==> src/rtl/dpwm_pkg.sv <==
package dpwm_pkg;

    // Per-channel state of the output sequencer
    typedef enum logic [1:0] {
        CH_OFF        = 2'd0,
        CH_MARKSPACE  = 2'd1,
        CH_DENSITY    = 2'd2
    } ch_state_e;

    localparam int NUM_CH      = 2;
    localparam int CFG_BITS    = 8;

    // Bit positions inside one channel's control byte
    localparam int BIT_RUN     = 0;
    localparam int BIT_SER     = 1;
    localparam int BIT_RPT     = 2;
    localparam int BIT_IDLE    = 3;
    localparam int BIT_INV     = 4;
    localparam int BIT_FIFO    = 5;
    localparam int BIT_CLR     = 6;
    localparam int BIT_MS      = 7;

    // Bits stored per channel byte: the clear bit never holds a value
    localparam logic [CFG_BITS-1:0] CFG_KEEP = 8'hBF;

    // Byte offsets
    localparam int OFF_CTRL    = 'h00;
    localparam int OFF_STRIDE  = 'h10;
    localparam int OFF_DATA    = 'h04;

endpackage

==> src/rtl/dpwm_regs.sv <==
module dpwm_regs
    import dpwm_pkg::*;
#(
    parameter int ADDR_W = 8,
    parameter int DATA_W = 32,
    parameter int CNT_W  = 16,
    parameter int NCH    = NUM_CH
) (
    input  logic                            clk,
    input  logic                            rst_n,
    input  logic                            wr_en,
    input  logic [ADDR_W-1:0]               addr,
    input  logic [DATA_W-1:0]               wdata,
    output logic [DATA_W-1:0]               rdata,
    output logic [CFG_BITS*NCH-1:0]         ctrl_q,
    output logic [NCH-1:0][CNT_W-1:0]       rng_q,
    output logic [NCH-1:0][CNT_W-1:0]       dat_q
);

    localparam int CTRL_W = CFG_BITS * NCH;
    localparam logic [CTRL_W-1:0] CTRL_MASK = {NCH{CFG_KEEP}};

    function automatic logic [ADDR_W-1:0] rng_off(input int c);
        return ADDR_W'(OFF_STRIDE * (c + 1));
    endfunction

    function automatic logic [ADDR_W-1:0] dat_off(input int c);
        return ADDR_W'(OFF_STRIDE * (c + 1) + OFF_DATA);
    endfunction

    always_ff @(posedge clk) begin
        if (!rst_n) begin
            ctrl_q <= '0;
        end else if (wr_en && addr == ADDR_W'(OFF_CTRL)) begin
            ctrl_q <= wdata[CTRL_W-1:0] & CTRL_MASK;
        end
    end

    for (genvar c = 0; c < NCH; c++) begin : g_chreg
        always_ff @(posedge clk) begin
            if (!rst_n) begin
                rng_q[c] <= '0;
                dat_q[c] <= '0;
            end else if (wr_en) begin
                if (addr == rng_off(c)) rng_q[c] <= wdata[CNT_W-1:0];
                if (addr == dat_off(c)) dat_q[c] <= wdata[CNT_W-1:0];
            end
        end
    end

    if (DATA_W > CNT_W) begin : g_hi
        logic unused_wdata_hi;
        assign unused_wdata_hi = ^wdata[DATA_W-1:CNT_W];
    end

    always_comb begin
        rdata = '0;
        if (addr == ADDR_W'(OFF_CTRL)) begin
            rdata[CTRL_W-1:0] = ctrl_q;
        end
        for (int c = 0; c < NCH; c++) begin
            if (addr == rng_off(c)) rdata[CNT_W-1:0] = rng_q[c];
            if (addr == dat_off(c)) rdata[CNT_W-1:0] = dat_q[c];
        end
    end

endmodule

==> src/rtl/dpwm_channel.sv <==
module dpwm_channel
    import dpwm_pkg::*;
#(
    parameter int CNT_W = 16
) (
    input  logic             clk,
    input  logic             rst_n,
    input  logic             tick,
    input  logic             run,
    input  logic             ms_sel,
    input  logic             idle_lvl,
    input  logic             invert,
    input  logic [CNT_W-1:0] rng_prog,
    input  logic [CNT_W-1:0] dat_prog,
    output logic             pin,
    output logic [CNT_W-1:0] slot_o,
    output logic [CNT_W-1:0] act_rng_o,
    output ch_state_e        state_o
);

    ch_state_e        state_q, state_d;
    logic [CNT_W-1:0] cnt_q;
    logic [CNT_W-1:0] acc_q;
    logic [CNT_W-1:0] act_rng_q;
    logic [CNT_W-1:0] act_dat_q;
    logic [CNT_W:0]   sum;
    logic             carry;
    logic             saturate;
    logic             rng_zero;
    logic             at_end;
    logic             enter;
    logic             raw;

    // Next-state logic
    always_comb begin
        state_d = state_q;
        unique case (state_q)
            CH_OFF: begin
                if (run) state_d = ms_sel ? CH_MARKSPACE : CH_DENSITY;  // start_mark / start_density
            end
            CH_MARKSPACE: begin
                if (!run)        state_d = CH_OFF;                      // halt
                else if (!ms_sel) state_d = CH_DENSITY;                 // to_density
            end
            CH_DENSITY: begin
                if (!run)        state_d = CH_OFF;                      // halt
                else if (ms_sel) state_d = CH_MARKSPACE;                // to_mark
            end
            default: state_d = CH_OFF;
        endcase
    end

    // State register
    always_ff @(posedge clk) begin
        if (!rst_n) state_q <= CH_OFF;
        else        state_q <= state_d;
    end

    assign enter    = (state_d != state_q);
    assign rng_zero = (act_rng_q == '0);
    assign at_end   = rng_zero || (cnt_q == act_rng_q - CNT_W'(1));
    assign saturate = (act_dat_q >= act_rng_q);
    assign sum      = {1'b0, acc_q} + {1'b0, act_dat_q};
    assign carry    = (sum >= {1'b0, act_rng_q});

    // Slot counter, accumulator and period shadows
    always_ff @(posedge clk) begin
        if (!rst_n) begin
            cnt_q     <= '0;
            acc_q     <= '0;
            act_rng_q <= '0;
            act_dat_q <= '0;
        end else if (enter) begin
            cnt_q     <= '0;
            acc_q     <= '0;
            act_rng_q <= rng_prog;
            act_dat_q <= dat_prog;
        end else if (state_q != CH_OFF && tick) begin
            if (at_end) begin
                cnt_q     <= '0;
                acc_q     <= '0;
                act_rng_q <= rng_prog;
                act_dat_q <= dat_prog;
            end else begin
                cnt_q <= cnt_q + CNT_W'(1);
                if (state_q == CH_DENSITY && !saturate) begin
                    acc_q <= carry ? CNT_W'(sum - {1'b0, act_rng_q}) : sum[CNT_W-1:0];
                end
            end
        end
    end

    // Output logic
    always_comb begin
        raw = idle_lvl;
        unique case (state_q)
            CH_OFF:       raw = idle_lvl;
            CH_MARKSPACE: raw = rng_zero ? idle_lvl : (cnt_q < act_dat_q);
            CH_DENSITY:   raw = rng_zero ? idle_lvl : (saturate || carry);
            default:      raw = idle_lvl;
        endcase
        pin = raw ^ invert;
    end

    assign slot_o    = cnt_q;
    assign act_rng_o = act_rng_q;
    assign state_o   = state_q;

endmodule

==> src/rtl/dpwm_top.sv <==
module dpwm_top
    import dpwm_pkg::*;
#(
    parameter int ADDR_W = 8,
    parameter int DATA_W = 32,
    parameter int CNT_W  = 16
) (
    input  logic              clk,
    input  logic              rst_n,
    input  logic              bus_wr,
    input  logic [ADDR_W-1:0] bus_addr,
    input  logic [DATA_W-1:0] bus_wdata,
    output logic [DATA_W-1:0] bus_rdata,
    input  logic              pwm_tick,
    output logic [1:0]        pwm_out
);

    localparam int NCH = NUM_CH;

    logic [CFG_BITS*NCH-1:0]   ctrl_q;
    logic [NCH-1:0][CNT_W-1:0] rng_q;
    logic [NCH-1:0][CNT_W-1:0] dat_q;
    logic [NCH-1:0][CNT_W-1:0] ch_slot;
    logic [NCH-1:0][CNT_W-1:0] ch_act_rng;
    logic [NCH-1:0][1:0]       ch_st;

    dpwm_regs #(
        .ADDR_W (ADDR_W),
        .DATA_W (DATA_W),
        .CNT_W  (CNT_W),
        .NCH    (NCH)
    ) u_regs (
        .clk    (clk),
        .rst_n  (rst_n),
        .wr_en  (bus_wr),
        .addr   (bus_addr),
        .wdata  (bus_wdata),
        .rdata  (bus_rdata),
        .ctrl_q (ctrl_q),
        .rng_q  (rng_q),
        .dat_q  (dat_q)
    );

    for (genvar c = 0; c < NCH; c++) begin : g_ch
        localparam int B = CFG_BITS * c;
        ch_state_e st;

        dpwm_channel #(
            .CNT_W (CNT_W)
        ) u_ch (
            .clk       (clk),
            .rst_n     (rst_n),
            .tick      (pwm_tick),
            .run       (ctrl_q[B + BIT_RUN]),
            .ms_sel    (ctrl_q[B + BIT_MS]),
            .idle_lvl  (ctrl_q[B + BIT_IDLE]),
            .invert    (ctrl_q[B + BIT_INV]),
            .rng_prog  (rng_q[c]),
            .dat_prog  (dat_q[c]),
            .pin       (pwm_out[c]),
            .slot_o    (ch_slot[c]),
            .act_rng_o (ch_act_rng[c]),
            .state_o   (st)
        );

        assign ch_st[c] = st;
    end

endmodule

==> config.mk <==
export PLATFORM = sky130hd
export DESIGN_NAME = dpwm_top
export DESIGN_NICKNAME = d
export VERILOG_FILES = /design/src/rtl/dpwm_pkg.sv /design/src/rtl/dpwm_regs.sv /design/src/rtl/dpwm_channel.sv /design/src/rtl/dpwm_top.sv
export SDC_FILE = /design/constraint.sdc
export NUM_CORES = 1
export LEC_CHECK = 0
export BUFFER_PORTS_ARGS = -buffer_cell sky130_fd_sc_hd__buf_4
export CELL_PAD_IN_SITES_DETAIL_PLACEMENT = 1
export CELL_PAD_IN_SITES_GLOBAL_PLACEMENT = 2
export CORE_MARGIN = 4
export CORE_UTILIZATION = 30
export DETAILED_ROUTE_END_ITERATION = 10
export PLACE_DENSITY_LB_ADDON = 0.1
export REMOVE_ABC_BUFFERS = 1
export SYNTH_ARGS = -nofsm -noshare
export SYNTH_HDL_FRONTEND = slang
export SYNTH_SLANG_ARGS = --single-unit
==> constraint.sdc <==
create_clock -name clk -period 7.25 [get_ports clk]
set_input_delay 0.725 -clock clk [delete_from_list [all_inputs] [get_ports clk]]
set_output_delay 0.725 -clock clk [all_outputs]
set_load 0.01 [all_outputs]
; ---- After elaboration in Yosys (flattened, before gate mapping)
; Index checks and enable logic that the tools add are counted.
[totals]
register_bits = 210
output_inout_bits = 34
elab_cells = 123
[classes]
n_addsub = 8
order_cmp = 6
eq_ne = 12
mux = 45
n_bitwise = 3
reduce_logical = 34
[ops]
columns = operator, n
row1 = two-way mux 16 bit, 25
row2 = adder 16 x 16 -> 17 bit, 2
row3 = greater-or-equal comparator 17 x 16 -> 1 bit, 2
row4 = adder 16 x 1 -> 16 bit (second input constant), 2
row5 = equality test 16 bit, 2
row6 = greater-or-equal comparator 16 bit, 2
row7 = logical NOT 16 bit, 2
row8 = less-than comparator 16 bit, 2
row9 = subtractor 16 x 1 -> 16 bit (second input constant), 2
row10 = subtractor 16 bit, 2
row11 = two-way mux 2 bit, 12
row12 = equality test 8 x 5 -> 1 bit (second input constant), 2
row13 = equality test 8 x 6 -> 1 bit (second input constant), 2
row14 = AND reduction 2 bit, 8
row15 = nonzero test 2 bit, 8
row16 = case mux 2 bit (3 select lines), 2
row17 = logical NOT 8 bit, 1
row18 = logical AND 1 bit, 5
row19 = equality test 2 x 1 -> 1 bit (second input constant), 2
row20 = equality test 2 bit (second input constant), 2
row21 = logical NOT 2 bit, 2
row22 = logical OR 1 bit, 4
row23 = two-way mux 1 bit, 4
row24 = != test 2 bit, 2
row25 = other kinds (5), 9

; ---- Longest topological paths before layout
[logic_depth]
ltp_word = 6
mapped_depth = 20
depth_no_buf = 18

; ---- Cells and area by module
; From an unflattened synthesis, not the netlist that was laid out.
[hier_totals]
hier_cells = 1866
hier_area_um2 = 15275.9
[modules_own_cells]
columns = mod, instances, cells_per_inst, area_each_um2
row1 = dpwm_channel at g_ch[0].u_ch, 1, 754, 5931.9
row2 = dpwm_channel at g_ch[1].u_ch, 1, 706, 5579.1
row3 = dpwm_regs, 1, 406, 3764.9

; ---- Least setup slack after synthesis
; Ideal clock, no wire load.
[synth_path]
path_kind = register -> output
startpoint = register g_ch[1].u_ch.act_dat_q[0]
endpoint = output port pwm_out[1]
t_arrival_ps = 4356
slack_ps = 2169
stages_incl_launch_ff = 19
path_buffers = 1
cell_sequence = dfxtp_1 ha_1 inv_1 fa_1 nor2b_1 o31ai_1 a211oi_1 o21ai_0 o311ai_0 ha_1 a21o_1 a21o_1 a21o_1 a21o_1 a221o_1 a211oi_4 a21oi_1 nor4_1 buf_4
[synth_between]
elab_chain_len = 6
elab_cells_between_ends = 9
cone_classes = 1 x add/sub / 3 x order compare / 3 x mux / 1 x bitwise / 1 x reduce/logical
[synth_lines]
columns = element, line
row1 = from (decl), dpwm_channel.sv:25  ; logic [CNT_W-1:0] act_dat_q;
row2 = from (signal assigned), dpwm_channel.sv:77  ; act_dat_q <= dat_prog;
row3 = from (signal assigned), dpwm_channel.sv:83  ; act_dat_q <= dat_prog;
row4 = adder 16 x 16 -> 17 bit, dpwm_channel.sv:63  ; assign sum = {1'b0, acc_q} + {1'b0, act_dat_q};
row5 = greater-or-equal comparator 17 x 16 -> 1 bit, dpwm_channel.sv:64  ; assign carry = (sum >= {1'b0, act_rng_q});
row6 = logical OR 1 bit, dpwm_channel.sv:99  ; CH_DENSITY: raw = rng_zero ? idle_lvl : (saturate || carry);
row7 = two-way mux 1 bit, dpwm_channel.sv:99
row8 = case mux 1 bit (2 select lines) *, dpwm_channel.sv:96  ; unique case (state_q)
row9 = bitwise XOR 1 bit *, dpwm_channel.sv:102  ; pin = raw ^ invert;
row10 = to (decl), dpwm_top.sv:15  ; output logic [1:0] pwm_out
; Mark *: on every way between the ends. The rest lies on a longest branch, timed or not.

; ---- Final worst setup path
[layout_path]
startpoint = register g_ch[0].u_ch.act_dat_q[1]
endpoint = output port pwm_out[0]
[layout_between]
elab_chain_len = 6
elab_cells_between_ends = 9
cone_classes = 1 x add/sub / 3 x order compare / 3 x mux / 1 x bitwise / 1 x reduce/logical
[layout_lines]
columns = element, line
row1 = from (decl), dpwm_channel.sv:25
row2 = from (signal assigned), dpwm_channel.sv:77
row3 = from (signal assigned), dpwm_channel.sv:83
row4 = adder 16 x 16 -> 17 bit, dpwm_channel.sv:63
row5 = greater-or-equal comparator 17 x 16 -> 1 bit, dpwm_channel.sv:64
row6 = logical OR 1 bit, dpwm_channel.sv:99
row7 = two-way mux 1 bit, dpwm_channel.sv:99
row8 = case mux 1 bit (2 select lines) *, dpwm_channel.sv:96
row9 = bitwise XOR 1 bit *, dpwm_channel.sv:102
; Marks and branches as above.

==> results_dict.tcl <==
set metrics [dict create \
    cts_hold_buf 0 \
    slew_headroom 0.226 \
    htreeDepth 1 \
    ys_types 80 \
    io_pins 78 \
    dr.pass1.iters 5 \
    synthTopCellsByArea "dfxtp_1 29%, ha_1 12%, nand2_1 5.8%" \
    routed-wl-met3_um 1420 \
    arrival_ns 5.61 \
    finalNonFillerCells 2462 \
    final.period_utilization 0.873 \
    grt_pass1_wl_um 77700 \
    status "complete, no violations" \
    drcViolationCount 0 \
    clkTransAtPathRegs_ns 0.06 \
    wl_per_cell_um 20.0 \
    timing.rr.end "g_ch[1].u_ch.acc_q[14]$_SDFFE_PP0P_" \
    hpwl_um 38600 \
    die_area_sq_um 52500 \
    cts_tree "done" \
    cts_buffer_depth 3 \
    min-delay-start "bus_wdata[6]" \
    cp-start-kind "flip-flop" \
    postCtsResizedCells 0 \
    core-area_sq_um 48000 \
    finClkSkew_ns 0.0207 \
    ant_nets 0 \
    synth_edf_count 0 \
    cap_violations 0 \
    synth_ff_type "dfxtp_1" \
    vias 13100 \
    max-vdd-ir-drop_mv 0.162 \
    required_ns 6.52 \
    die_w_um 229 \
    p_leak_nw 6.65 \
    grt_pass1_vias 13300 \
    synth_top_cells_by_count "225 x nand2_1, 210 x dfxtp_1, 179 x nor2_1" \
    async_flop_share 0 \
    cp_max_fo 7 \
    start_util 0.305 \
    rows 80 \
    wl_met2_um 19400 \
    yosysTopAreaCellShare 0.286 \
    synth_cells 1825 \
    rsz0062_at_grt "no" \
    tightest_slew_ns 1.16 \
    postLayoutCoreUtil 0.342 \
    track_usage 0.183 \
    postCtsSetupRepairBufs 0 \
    hold_class "primary input to flip-flop" \
    fmax_mhz 158 \
    numPortBuffers 45 \
    area_delta_synth_final_pct 12.0 \
    setup_violations 0 \
    fp.dieH_um 229 \
    crit_type "flip-flop to primary output" \
    syn-mean-instance-area_sq_um 8.04 \
    fillCellCount 5730 \
    cts_buffers 28 \
    antenna_found_initial 0 \
    multi_input_area_sq_um 9670 \
    diodes 0 \
    timing.final.crit_period_ns 6.33 \
    ys_seq_elements 210 \
    via_per_inst 5.31 \
    synth_warnings 0 \
    hold_violations 0 \
    synth_seq_area_share 0.286 \
    synth_area_sq_um 14700 \
    setup_tns_ns 0 \
    holdWs_ns 0.450 \
    seqCellArea_sq_um 4200 \
    drt-met1-wl_um 27600 \
    grt_max_degree 91 \
    wl_um 49200 \
    gp_congestion 0.851 \
    r2r_slack_ns 1.97 \
    reg2reg_depth 18 \
    cp-end-kind "primary output" \
    whs_endpoint "u_regs.rng_q[22]$_SDFFE_PN0P_" \
    placed_cells 2414 \
    rr_startpoint "g_ch[1].u_ch.act_dat_q[0]$_SDFFE_PN0P_" \
    top_layer_used "met4" \
    cts_root_buf "clkbuf_16" \
    yosys.area.top_type "dfxtp_1" \
    synth_most_common_cell "nand2_1" \
    clkLatencyLatePin_ns 0.56 \
    grt_overflow 0 \
    clock-sinks 210 \
    nets 2015 \
    slew_viol_final 0 \
    drt_iter0_drc 590 \
    worst_hold_path.num_cells 3 \
    power.density_nw_per_um2 165 \
    drive_gt1_frac 0.0715 \
]
[through the flow]
step | cell area, sq um | setup WS, ns | power (W)
after floorplan | 14200 | 1.79 | 0.00120
after detailed placement | 15400 | 1.60 | 0.00124
final | 16400 | 0.919 | 0.00271
after CTS | 16400 | 0.939 | 0.00277
after global routing | 16400 | 0.528 | 0.00282
after global placement | 15400 | 1.67 | 0.00124
[area by class of cell]
class                      instances  area share
multi-input combinational       1430       0.588
sequential                       210       0.256
tap                              615      0.0468
clock buffer                      31      0.0439
timing repair buffer              55      0.0251
inverter                         104      0.0239
clock inverter                    17      0.0163
[sequential cells by signal, summed over array words and instances (netlist names)]
name                 count
u_regs.rng_q            32
g_ch.u_ch.act_rng_o     32
g_ch.u_ch.acc_q         32
g_ch.u_ch.slot_o        32
g_ch.u_ch.act_dat_q     32
g_ch.u_ch.state_o        4
u_regs.dat_q            32
u_regs.ctrl_q           14
[placed cells by master (no fill, tap or decap), types with 21 or more instances in the layout]
| cell | instances |
|---|---|
| nor2_1 | 179 |
| buf_4 | 55 |
| ha_1 | 138 |
| xor2_1 | 42 |
| dfxtp_1 | 210 |
| a22oi_1 | 29 |
| inv_1 | 103 |
| nor3_1 | 38 |
| a21oi_1 | 142 |
| o21ai_0 | 49 |
| a31oi_1 | 25 |
| nand4_1 | 21 |
| nand3_1 | 38 |
| clkbuf_16 | 28 |
| nand2_1 | 225 |
| xnor2_1 | 67 |
| o2bb2ai_1 | 30 |
| a21o_1 | 36 |
| mux2i_1 | 82 |
[layer usage]
metal,GRT usage,vias to the layer above
li1,-,6506
met1,0.296,6364
met2,0.260,167
met3,0.0219,40
met4,0.0274,0
met5,0,-
[worst max-delay path, cell delays in order, from the launching register on]
cell,delay (ns)
dfxtp_1,0.35
ha_1,0.33
a211oi_1,0.35
o21ai_0,0.23
a31oi_1,0.33
o21bai_1,0.12
a21oi_1,0.19
xnor2_1,0.11
ha_1,0.40
nand3_1,0.14
nor3_1,0.54
o311a_1,0.41
nor3_1,0.14
o211a_1,0.27
a31o_2,0.27
a21oi_1,0.40
xor2_1,0.29
buf_4,0.17
[worst max-delay path by stage]
stage	cells past startpoint	end	slack, ns	startpoint
2_1_floorplan	17	pwm_out[1]	1.79	g_ch[1].u_ch.act_dat_q[0]$_SDFFE_PN0P_
3_3_place_gp	17	pwm_out[0]	1.67	g_ch[0].u_ch.act_dat_q[1]$_SDFFE_PN0P_
3_5_place_dp	18	pwm_out[1]	1.60	g_ch[1].u_ch.act_dat_q[0]$_SDFFE_PN0P_
4_1_cts	18	pwm_out[1]	0.94	g_ch[1].u_ch.act_dat_q[0]$_SDFFE_PN0P_
5_1_grt	18	pwm_out[1]	0.53	g_ch[1].u_ch.act_dat_q[0]$_SDFFE_PN0P_
6_report	17	pwm_out[0]	0.92	g_ch[0].u_ch.act_dat_q[1]$_SDFFE_PN0P_
[power by group]
part / leakage (nW) / internal, W / switching, W
clock network: 0.477 / 0.000932 / 0.000569
logic: 4.49 / 0.0000149 / 0.0000425
registers: 1.69 / 0.00115 / 0.000000621
[cell families (layout without fill, tap and decap cells)]
family | Yosys count | after routing | synth area share
adders and majority gates | 142 | 142 | 0.123
AOI/OAI and AO/OA | 449 | 449 | 0.207
muxes | 85 | 85 | 0.0582
xor gates and xnor gates | 109 | 109 | 0.0651
DFF | 210 | 210 | 0.286
buffers and inverters | 200 | 207 | 0.0597
other | 1 | 16 | 0.000256
and+or+nand+nor | 629 | 629 | 0.200
(Power assumes the default switching activity.)
